===== src/rtl/rns_ovf_pkg.sv =====
package rns_ovf_pkg;

  // Which overflow term fired, highest-priority first
  typedef enum logic [1:0] {
    CAUSE_NONE = 2'd0,
    CAUSE_HIGH = 2'd1,
    CAUSE_FULL = 2'd2,
    CAUSE_EDGE = 2'd3
  } ovf_cause_e;

endpackage


===== src/rtl/rns_rho_adder.sv =====
module rns_rho_adder #(
  parameter int N = 4
) (
  input  logic [2*N-1:0] op_a,
  input  logic [2*N-1:0] op_b,
  output logic [2*N:0]   sum
);
  localparam int W = 2 * N;

  function automatic logic [W:0] wide_add(input logic [W-1:0] a, input logic [W-1:0] b);
    return {1'b0, a} + {1'b0, b};
  endfunction

  assign sum = wide_add(op_a, op_b);

  always_comb begin

    rho_sum_chk: assert (sum[W] || (sum[W-1:0] >= op_a))
      else $error("rho sum lost its carry");
  end
endmodule


===== src/rtl/rns_low_adder.sv =====
module rns_low_adder #(
  parameter int N = 4
) (
  input  logic [N-1:0] op_a,
  input  logic [N-1:0] op_b,
  output logic [N:0]   sum,
  output logic         carry
);
  function automatic logic [N:0] low_add(input logic [N-1:0] a, input logic [N-1:0] b);
    return {1'b0, a} + {1'b0, b};
  endfunction

  assign sum   = low_add(op_a, op_b);
  assign carry = sum[N];

  always_comb begin

    low_carry_chk: assert (carry == (({1'b0, op_a} + {1'b0, op_b}) >= (N+1)'(1 << N)))
      else $error("low carry mismatch");
  end
endmodule


===== src/rtl/rns_ovf_detect.sv =====
module rns_ovf_detect
  import rns_ovf_pkg::*;
#(
  parameter int N = 4
) (
  input  logic [2*N:0] k,
  input  logic         carry,
  output logic         ovf,
  output ovf_cause_e   cause
);
  localparam int W = 2 * N;
  localparam logic [W:0] K_EDGE = (W+1)'((1 << W) - 2);

  logic term_high;
  logic term_full;
  logic term_edge;

  assign term_high = k[W];
  assign term_full = &k[W-1:0];
  assign term_edge = (&k[W-1:1]) & carry;
  assign ovf       = term_high | term_full | term_edge;

  always_comb begin
    if (term_high)      cause = CAUSE_HIGH;
    else if (term_full) cause = CAUSE_FULL;
    else if (term_edge) cause = CAUSE_EDGE;
    else                cause = CAUSE_NONE;
  end

  always_comb begin

    high_ovf_chk: assert (!k[W] || ovf)
      else $error("top bit of K without overflow");

    full_ovf_chk: assert (!(k == (W+1)'((1 << W) - 1)) || ovf)
      else $error("all-ones K without overflow");

    no_overflow_chk: assert (ovf == ((k > K_EDGE) || ((k == K_EDGE) && carry)))
      else $error("overflow flag disagrees with magnitude test");
  end
endmodule


===== src/rtl/rns_sum_assemble.sv =====
module rns_sum_assemble #(
  parameter int N = 4
) (
  input  logic [2*N:0] k,
  input  logic [N:0]   mu,
  output logic [3*N:0] z
);
  function automatic logic [3*N:0] place(input logic [2*N:0] hi, input logic [N:0] lo);
    return {hi, {N{1'b0}}} + {{(2*N){1'b0}}, lo};
  endfunction

  assign z = place(k, mu);
endmodule


===== src/rtl/rns_ovf_unit.sv =====
module rns_ovf_unit
  import rns_ovf_pkg::*;
#(
  parameter int N = 4
) (
  input  logic [2*N-1:0] rho_a,
  input  logic [2*N-1:0] rho_b,
  input  logic [N-1:0]   low_a,
  input  logic [N-1:0]   low_b,
  output logic [2*N:0]   k_sum,
  output logic [N:0]     mu_sum,
  output logic           low_carry,
  output logic           ovf_flag,
  output logic [3*N:0]   z_sum
);
  ovf_cause_e ovf_cause;

  rns_rho_adder #(.N(N)) u_rho (
    .op_a (rho_a),
    .op_b (rho_b),
    .sum  (k_sum)
  );

  rns_low_adder #(.N(N)) u_low (
    .op_a  (low_a),
    .op_b  (low_b),
    .sum   (mu_sum),
    .carry (low_carry)
  );

  rns_ovf_detect #(.N(N)) u_det (
    .k     (k_sum),
    .carry (low_carry),
    .ovf   (ovf_flag),
    .cause (ovf_cause)
  );

  rns_sum_assemble #(.N(N)) u_z (
    .k  (k_sum),
    .mu (mu_sum),
    .z  (z_sum)
  );

  always_comb begin

    z_split_chk: assert ((z_sum[N-1:0] == mu_sum[N-1:0]) &&
                         (z_sum[3*N:N] == k_sum + {{(2*N){1'b0}}, low_carry}))
      else $error("Z fields disagree with K and mu");

    cause_chk: assert ((ovf_cause != CAUSE_NONE) == ovf_flag)
      else $error("overflow cause and flag disagree");
  end
endmodule


===== config.mk =====
export PLATFORM = sky130hd
export DESIGN_NAME = rns_ovf_unit
export DESIGN_NICKNAME = d
export VERILOG_FILES = /design/src/rtl/rns_ovf_pkg.sv /design/src/rtl/rns_rho_adder.sv /design/src/rtl/rns_low_adder.sv /design/src/rtl/rns_ovf_detect.sv /design/src/rtl/rns_sum_assemble.sv /design/src/rtl/rns_ovf_unit.sv
export SDC_FILE = /design/constraint.sdc
export NUM_CORES = 1
export LEC_CHECK = 0
export ABC_AREA = 1
export BUFFER_PORTS_ARGS = -buffer_cell sky130_fd_sc_hd__buf_2
export CAP_MARGIN = 10
export CORE_UTILIZATION = 30
export DETAILED_ROUTE_END_ITERATION = 10
export PLACE_DENSITY_LB_ADDON = 0.3
export SYNTH_ARGS = -nofsm -noshare
export SYNTH_HDL_FRONTEND = slang
export SYNTH_SLANG_ARGS = --single-unit
export TNS_END_PERCENT = 5

===== constraint.sdc =====
create_clock -name vclk -period 6.4
set_input_delay 1.28 -clock vclk [all_inputs]
set_output_delay 1.28 -clock vclk [all_outputs]
set_load 0.03 [all_outputs]

==> results.txt, run 1 <==
DRC: 0
CP Cell Sequence: buf_2 -> ha_1 -> inv_1 -> fa_1 -> o21ai_0 -> ha_1 -> ha_1 -> nand2_1 -> inv_1 -> nand2_2 -> inv_1 -> nand4_1 -> nand2_1 -> buf_2
Synth cell types: 22
RSZ-0062 raised after global routing: no
worst slew pin tran: 0.4016 ns
number of global-route vias before repair: 703
share of cells above drive strength 1: 36.07%
routability cong.: 0.7287
Setup Buffers After CTS: 0
total gr overflow: 0
Max-Cap Viols: 0
first-pass GRT wire length: 2.753 mm
Detailed Place HPWL: 1.663 mm
placed cells: 213
Rows: 18
Port-buffer cells: 53
crit path max fanout: 4
worst hold start: low_b[0]
min setup slack post-route: 1.695 ns
core outline area: 2522 um2
max-slew violation count: 0
critical path arrival: 3.43 ns
Final Hold Viols: 0
share of power burned in registers: 0%
Setup violations, final: 0
drt wl/cell: 8.437 um
Clock Buffer Count: 0
GRT Overall Usage: 11.97%
Fin Setup TNS: 0 ns
static leakage: 0.6889 nW
Min-Delay Path Class: in2out
Synth Warn #: 0
initial antenna violation count: 0
pre-CTS WS: 1.680 ns
internal power: 0.00005772 W
Sequential Area: 0 um2
CTS resizes: 0
Crit-path slowest cell: fa_1
DRT antenna net count: 0
cts hold-fix bufs: 0
die area: 2949 um2
Net Switching: 0.0001299 W
Power per Cell Area: 172.7 nW/um2
Req. time, crit path: 5.12 ns
Non-Filler Instances: 213
crit end category: output pin
Hold Path Stages: 3
fill count: 295
Iteration-0 DRC Markers: 24
Boundary Pins: 53
Initial Util: 32.54%
Switching Share: 69.23%
Seq cells: 0
Die H: 54.31 um
post-DR vias/cell: 4.333
Diodes inserted: 0
crit start category: input port
Layout Area Growth over Synthesis: 32.32%
Gate power share: 100.0%
worst setup path startpoint: low_a[0]
final net count: 225
drt first pass iters: 4
fin crit period: 4.705 ns
final WL: 1.797 mm
syn nets: 175
maximum clock rate: 212.5 MHz
post-synthesis cell count: 135
clock network fraction of design power: 0%
register area share after synthesis: 0%
relative slew slack: 72.94%
period utilization: 73.52%
vias: 923
Synth Area per Inst: 6.080 um2
Die Width: 54.31 um
Setup Crit Path Kind: in2out
Max IR drop VDD: 0.1166 mV
synthesized area: 820.8 um2
largest net degree at the start of global routing: 7
Critical Path Max Stage Delay: 0.40 ns
outcome: completed
-- layout by cell type, fill, tap and decap left out, drive strengths merged --
cell type,instances
nor2,13
fa,2
a31oi,1
xor2,6
or2,1
inv,26
nand3,11
buf,53
nand3b,1
nand2,41
ha,14
xnor2,4
o21ai,2
nand4,2
a21oi,6
-- through the flow --
step                cell area [um2]  utilization [%]  hold slack [ns]  power [W]
floorplan                     820.8                -            2.834  0.0001491
global placement               1086            43.06            2.941  0.0001884
detailed placement             1086            43.06            2.948  0.0001890
CTS                            1086            43.06            2.948  0.0001897
global route                   1086            43.06            2.966  0.0002060
finish                         1086            43.06            2.944  0.0001876
-- cells by family after synthesis --
family	after synthesis	share of synthesized area (%)
buffers and inverters	31	16.46
AOI/OAI and AO/OA	9	5.641
xor gates and xnor gates	10	13.42
and+or+nand+nor	69	38.26
adders and majority gates	16	26.22
-- per-layer routing --
metal  vias to the layer above  global-route usage [%]  wire length [um]  share of wire (%)
met2                        48                   22.15               778                 43
met4                         0                       0                 0                  0
met1                       365                   16.01               854                 48
met5                         -                       0                 0                  0
li1                        510                       -                 -                  -
met3                         0                  0.5556               165                9.2
-- final timing paths --
path | to | slack (ns)
worst min-delay path | z_sum[0] | 2.94
worst max-delay path | z_sum[12] | 1.69
-- synthesized netlist by cell type, drive strengths merged --
library cell   n  area, um2
inv           26      97.59
nand3b         1      7.510
nor2          13      63.81
or2            1      6.260
ha            14      175.2
nand2         41      163.9
nand3         11      60.06
a21oi          6      30.03
a31oi          1      6.260
xnor2          4      42.55
xor2           6      67.56
buf            5      37.54
nand4          2      12.51
fa             2      40.04
o21ai          2      10.01
-- layout make-up --
class                           count  area [um2]  area share [%]
Inverter                           26       97.59           8.986
Multi-Input combinational cell    104       685.7           63.13
Tap cell                           30       37.54           3.456
Timing Repair Buffer               53       265.3           24.42
-- critical path, delay by kind of cell --
family	cells	cell delay, ns
AOI/OAI and AO/OA	1	0.37
buffers and inverters	5	0.50
adders and majority gates	4	0.97
and+or+nand+nor	4	0.31
-- power by group through the flow --
stage	Sequential (W)	Combinational, W	Clock (W)
3_3_place_gp	0	0.000188	0
4_1_cts	0	0.000190	0
3_5_place_dp	0	0.000189	0
2_1_floorplan	0	0.000149	0
6_report	0	0.000188	0
5_1_grt	0	0.000206	0
(Power assumes the default switching activity.)
==> run 2, diff against run 1 <==
Clock period 6.4 ns to 4.4 ns, I/O delays scaled along.
==> run 2 against run 1 <==
Compared with the run above: hold slack worse by 0.80 ns; utilization unchanged; cell count unchanged.
==> results.txt, run 2 (same netlist as run 1, synthesis figures left out) <==
outcome: completed
crit path max fanout: 4
crit start category: input port
relative slew slack: 73.78%
period utilization: 86.45%
pre-CTS WS: 0.5953 ns
max-slew violation count: 0
total gr overflow: 0
fill count: 291
maximum clock rate: 262.9 MHz
Iteration-0 DRC Markers: 9
Setup Crit Path Kind: in2out
Power per Cell Area: 251.6 nW/um2
Port-buffer cells: 53
cts hold-fix bufs: 0
Diodes inserted: 0
largest net degree at the start of global routing: 7
post-DR vias/cell: 4.380
Tot Pwr: 0.0002733 W
most common cell after layout, fill and taps aside: buf_2
Sequential Area: 0 um2
critical path arrival: 2.92 ns
share of cells above drive strength 1: 36.07%
Min-Delay Path Class: in2out
number of global-route vias before repair: 750
grt met2 use: 22.56%
RSZ-0062 raised after global routing: no
GR peak layer: met2
Final Hold Viols: 0
met1 Use GR: 16.61%
drt wl/cell: 8.080 um
core outline area: 2522 um2
grt met3 use: 0%
vias: 933
Initial Util: 32.54%
Die H: 54.31 um
Req. time, crit path: 3.52 ns
Rows: 18
Non-Filler Instances: 213
routability cong.: 0.7903
final core utilization: 43.06%
DRC: 0
Max IR drop VDD: 0.1368 mV
Setup violations, final: 0
min setup slack post-route: 0.5962 ns
DRT antenna net count: 0
static leakage: 0.6888 nW
Detailed Place HPWL: 1.646 mm
placed cells: 213
Layout Area Growth over Synthesis: 32.32%
drt first pass iters: 4
Max-Cap Viols: 0
Clock Buffer Count: 0
Die Width: 54.31 um
commonest non-fill, non-tap cells in the layout: buf_2 (53), nand2_1 (37), inv_1 (25)
die area: 2949 um2
Boundary Pins: 53
GRT Overall Usage: 12.19%
Setup Buffers After CTS: 0
initial antenna violation count: 0
worst slew pin tran: 0.3905 ns
CTS resizes: 0
Fin Setup TNS: 0 ns
fin crit period: 3.804 ns
first-pass GRT wire length: 2.794 mm
final WL: 1.721 mm
crit end category: output pin
final net count: 225
Seq cells: 0
-- run 2: path summary, 6_finish.rpt --
check	startpoint	to	slack, ns	cells past startpoint
setup / recovery	low_a[0]	z_sum[12]	0.60	14
hold / removal	low_b[0]	z_sum[0]	2.14	3
-- run 2: final cells by class --
| type | count | area [um2] | area share, % |
|---|---|---|---|
| inverter | 26 | 97.59 | 8.986 |
| multi-input combinational | 104 | 685.7 | 63.13 |
| tap | 30 | 37.54 | 3.456 |
| timing repair buffer | 53 | 265.3 | 24.42 |
-- run 2: power by group --
group | total [W] | internal (W) | switching, W
registers | 0 | 0 | 0
logic | 0.000273 | 0.0000842 | 0.000189
clock network | 0 | 0 | 0
total | 0.000273 | 0.0000842 | 0.000189
-- run 2: worst max-delay path: stages --
cell	delay, ns
buf_2	0.08
ha_1	0.15
inv_1	0.05
fa_1	0.39
o21ai_1	0.28
ha_1	0.23
ha_1	0.18
nand2_1	0.06
inv_1	0.10
nand2_2	0.08
inv_1	0.08
nand4_1	0.09
nand2_1	0.08
buf_2	0.19
-- run 2: layer usage --
metal / share of wire, % / vias to the layer above
met1: 49 / 392
met5: 0 / -
met4: 0 / 0
met3: 6.0 / 0
li1: - / 513
met2: 45 / 28
-- run 2: per-stage QoR --
stage                     cell area, um2  hold WS (ns)
after floorplan                    820.8         2.034
after global placement              1086         2.142
after detailed placement            1086         2.143
after CTS                           1086         2.145
after global routing                1086         2.157
final                               1086         2.141
==> run 3, diff against run 2 <==
Settings changed: SYNTH_HIERARCHICAL set to 1.
==> run 3 against run 2 <==
Compared with the run above: global-route usage grew 0.61 points; sequential share of layout area unchanged; cell count grew 0.47%; synthesized area fell by 1.5%; maximum frequency up 0.83%; largest cell class unchanged.
==> results.txt, run 3 <==
post-DR vias/cell: 4.364
RSZ-0062 raised after global routing: no
pre-CTS WS: 0.5987 ns
DRC: 0
fin crit period: 3.772 ns
Port-buffer cells: 53
Min-Delay Path Class: in2out
Initial Util: 32.04%
Die Width: 53.91 um
Diodes inserted: 0
most common cell after layout, fill and taps aside: buf_2
commonest non-fill, non-tap cells in the layout: buf_2 (53), nand2_1 (46), inv_1 (21)
core outline area: 2522 um2
crit start category: input port
period utilization: 85.74%
total gr overflow: 0
Clock Buffer Count: 0
vias: 934
post-synthesis cell count: 136
Setup Buffers After CTS: 0
DRT antenna net count: 0
Req. time, crit path: 3.52 ns
final core utilization: 42.56%
routability cong.: 0.7279
Power per Cell Area: 251.3 nW/um2
synthesized area: 808.3 um2
worst slew pin tran: 0.5212 ns
WHS Endpoint: z_sum[0]
Boundary Pins: 53
die area: 2906 um2
Sequential Area: 0 um2
Synth Area per Inst: 5.943 um2
cts hold-fix bufs: 0
placed cells: 214
number of global-route vias before repair: 746
initial antenna violation count: 0
CTS resizes: 0
relative slew slack: 65.13%
Max IR drop VDD: 0.1639 mV
Iteration-0 DRC Markers: 4
GRT Overall Usage: 12.79%
syn nets: 176
min setup slack post-route: 0.6276 ns
placed instance area: 1074 um2
Final Hold Viols: 0
Max-Cap Viols: 0
Die H: 53.91 um
final WL: 1.779 mm
Setup violations, final: 0
final net count: 226
Fin Setup TNS: 0 ns
Rows: 18
share of cells above drive strength 1: 35.87%
largest net degree at the start of global routing: 8
drt wl/cell: 8.313 um
worst hold start: low_b[0]
maximum clock rate: 265.1 MHz
max-slew violation count: 0
Non-Filler Instances: 214
Layout Area Growth over Synthesis: 32.82%
fin area: 1074 um2
Detailed Place HPWL: 1.595 mm
crit path max fanout: 5
static leakage: 0.6763 nW
crit end category: output pin
critical path arrival: 2.89 ns
Seq cells: 0
Setup Crit Path Kind: in2out
first-pass GRT wire length: 2.925 mm
Synth Warn #: 6
outcome: completed
drt first pass iters: 3
Hold Path Stages: 3
-- run 3: worst max-delay path: stages --
cell	delay, ns
buf_2	0.08
ha_1	0.17
inv_1	0.06
fa_1	0.40
o21ai_1	0.27
ha_1	0.25
ha_1	0.20
nand2_2	0.08
nor2_4	0.16
xor2_1	0.15
buf_2	0.21
-- run 3: worst max path at each step --
stage	from	endpoint	slack, ns	cells past startpoint
3_3_place_gp	low_a[0]	z_sum[8]	0.65	11
2_1_floorplan	low_a[0]	z_sum[8]	0.07	10
4_1_cts	low_a[0]	z_sum[8]	0.59	11
3_5_place_dp	low_a[0]	z_sum[8]	0.60	11
5_1_grt	low_a[0]	z_sum[8]	0.39	11
6_report	low_a[0]	z_sum[8]	0.63	11
-- run 3: routing by layer --
metal	GRT usage, %	share of wire [%]	vias up
li1	-	-	520
met1	16.72	47	387
met2	24.49	48	27
met3	0	5.2	0
met4	0	0	0
met5	0	0	-
-- run 3: cell type report --
type / count / area [um2]
tap: 30 / 37.54
timing repair buffer: 53 / 265.3
multi-input combinational: 109 / 688.2
inverter: 22 / 82.58
fill: 291 / 1449
-- run 3: power by group --
| group | switching, W | internal (W) | leakage (nW) |
|---|---|---|---|
| Clock | 0 | 0 | 0 |
| Combinational | 0.000187 | 0.0000824 | 0.676 |
| Sequential | 0 | 0 | 0 |
-- run 3: metrics by stage --
stage | hold WS, ns | total power (W)
global route | 2.160 | 0.0002998
detailed placement | 2.150 | 0.0002722
floorplan | 2.034 | 0.0002138
finish | 2.143 | 0.0002698
CTS | 2.150 | 0.0002731
global placement | 2.140 | 0.0002727
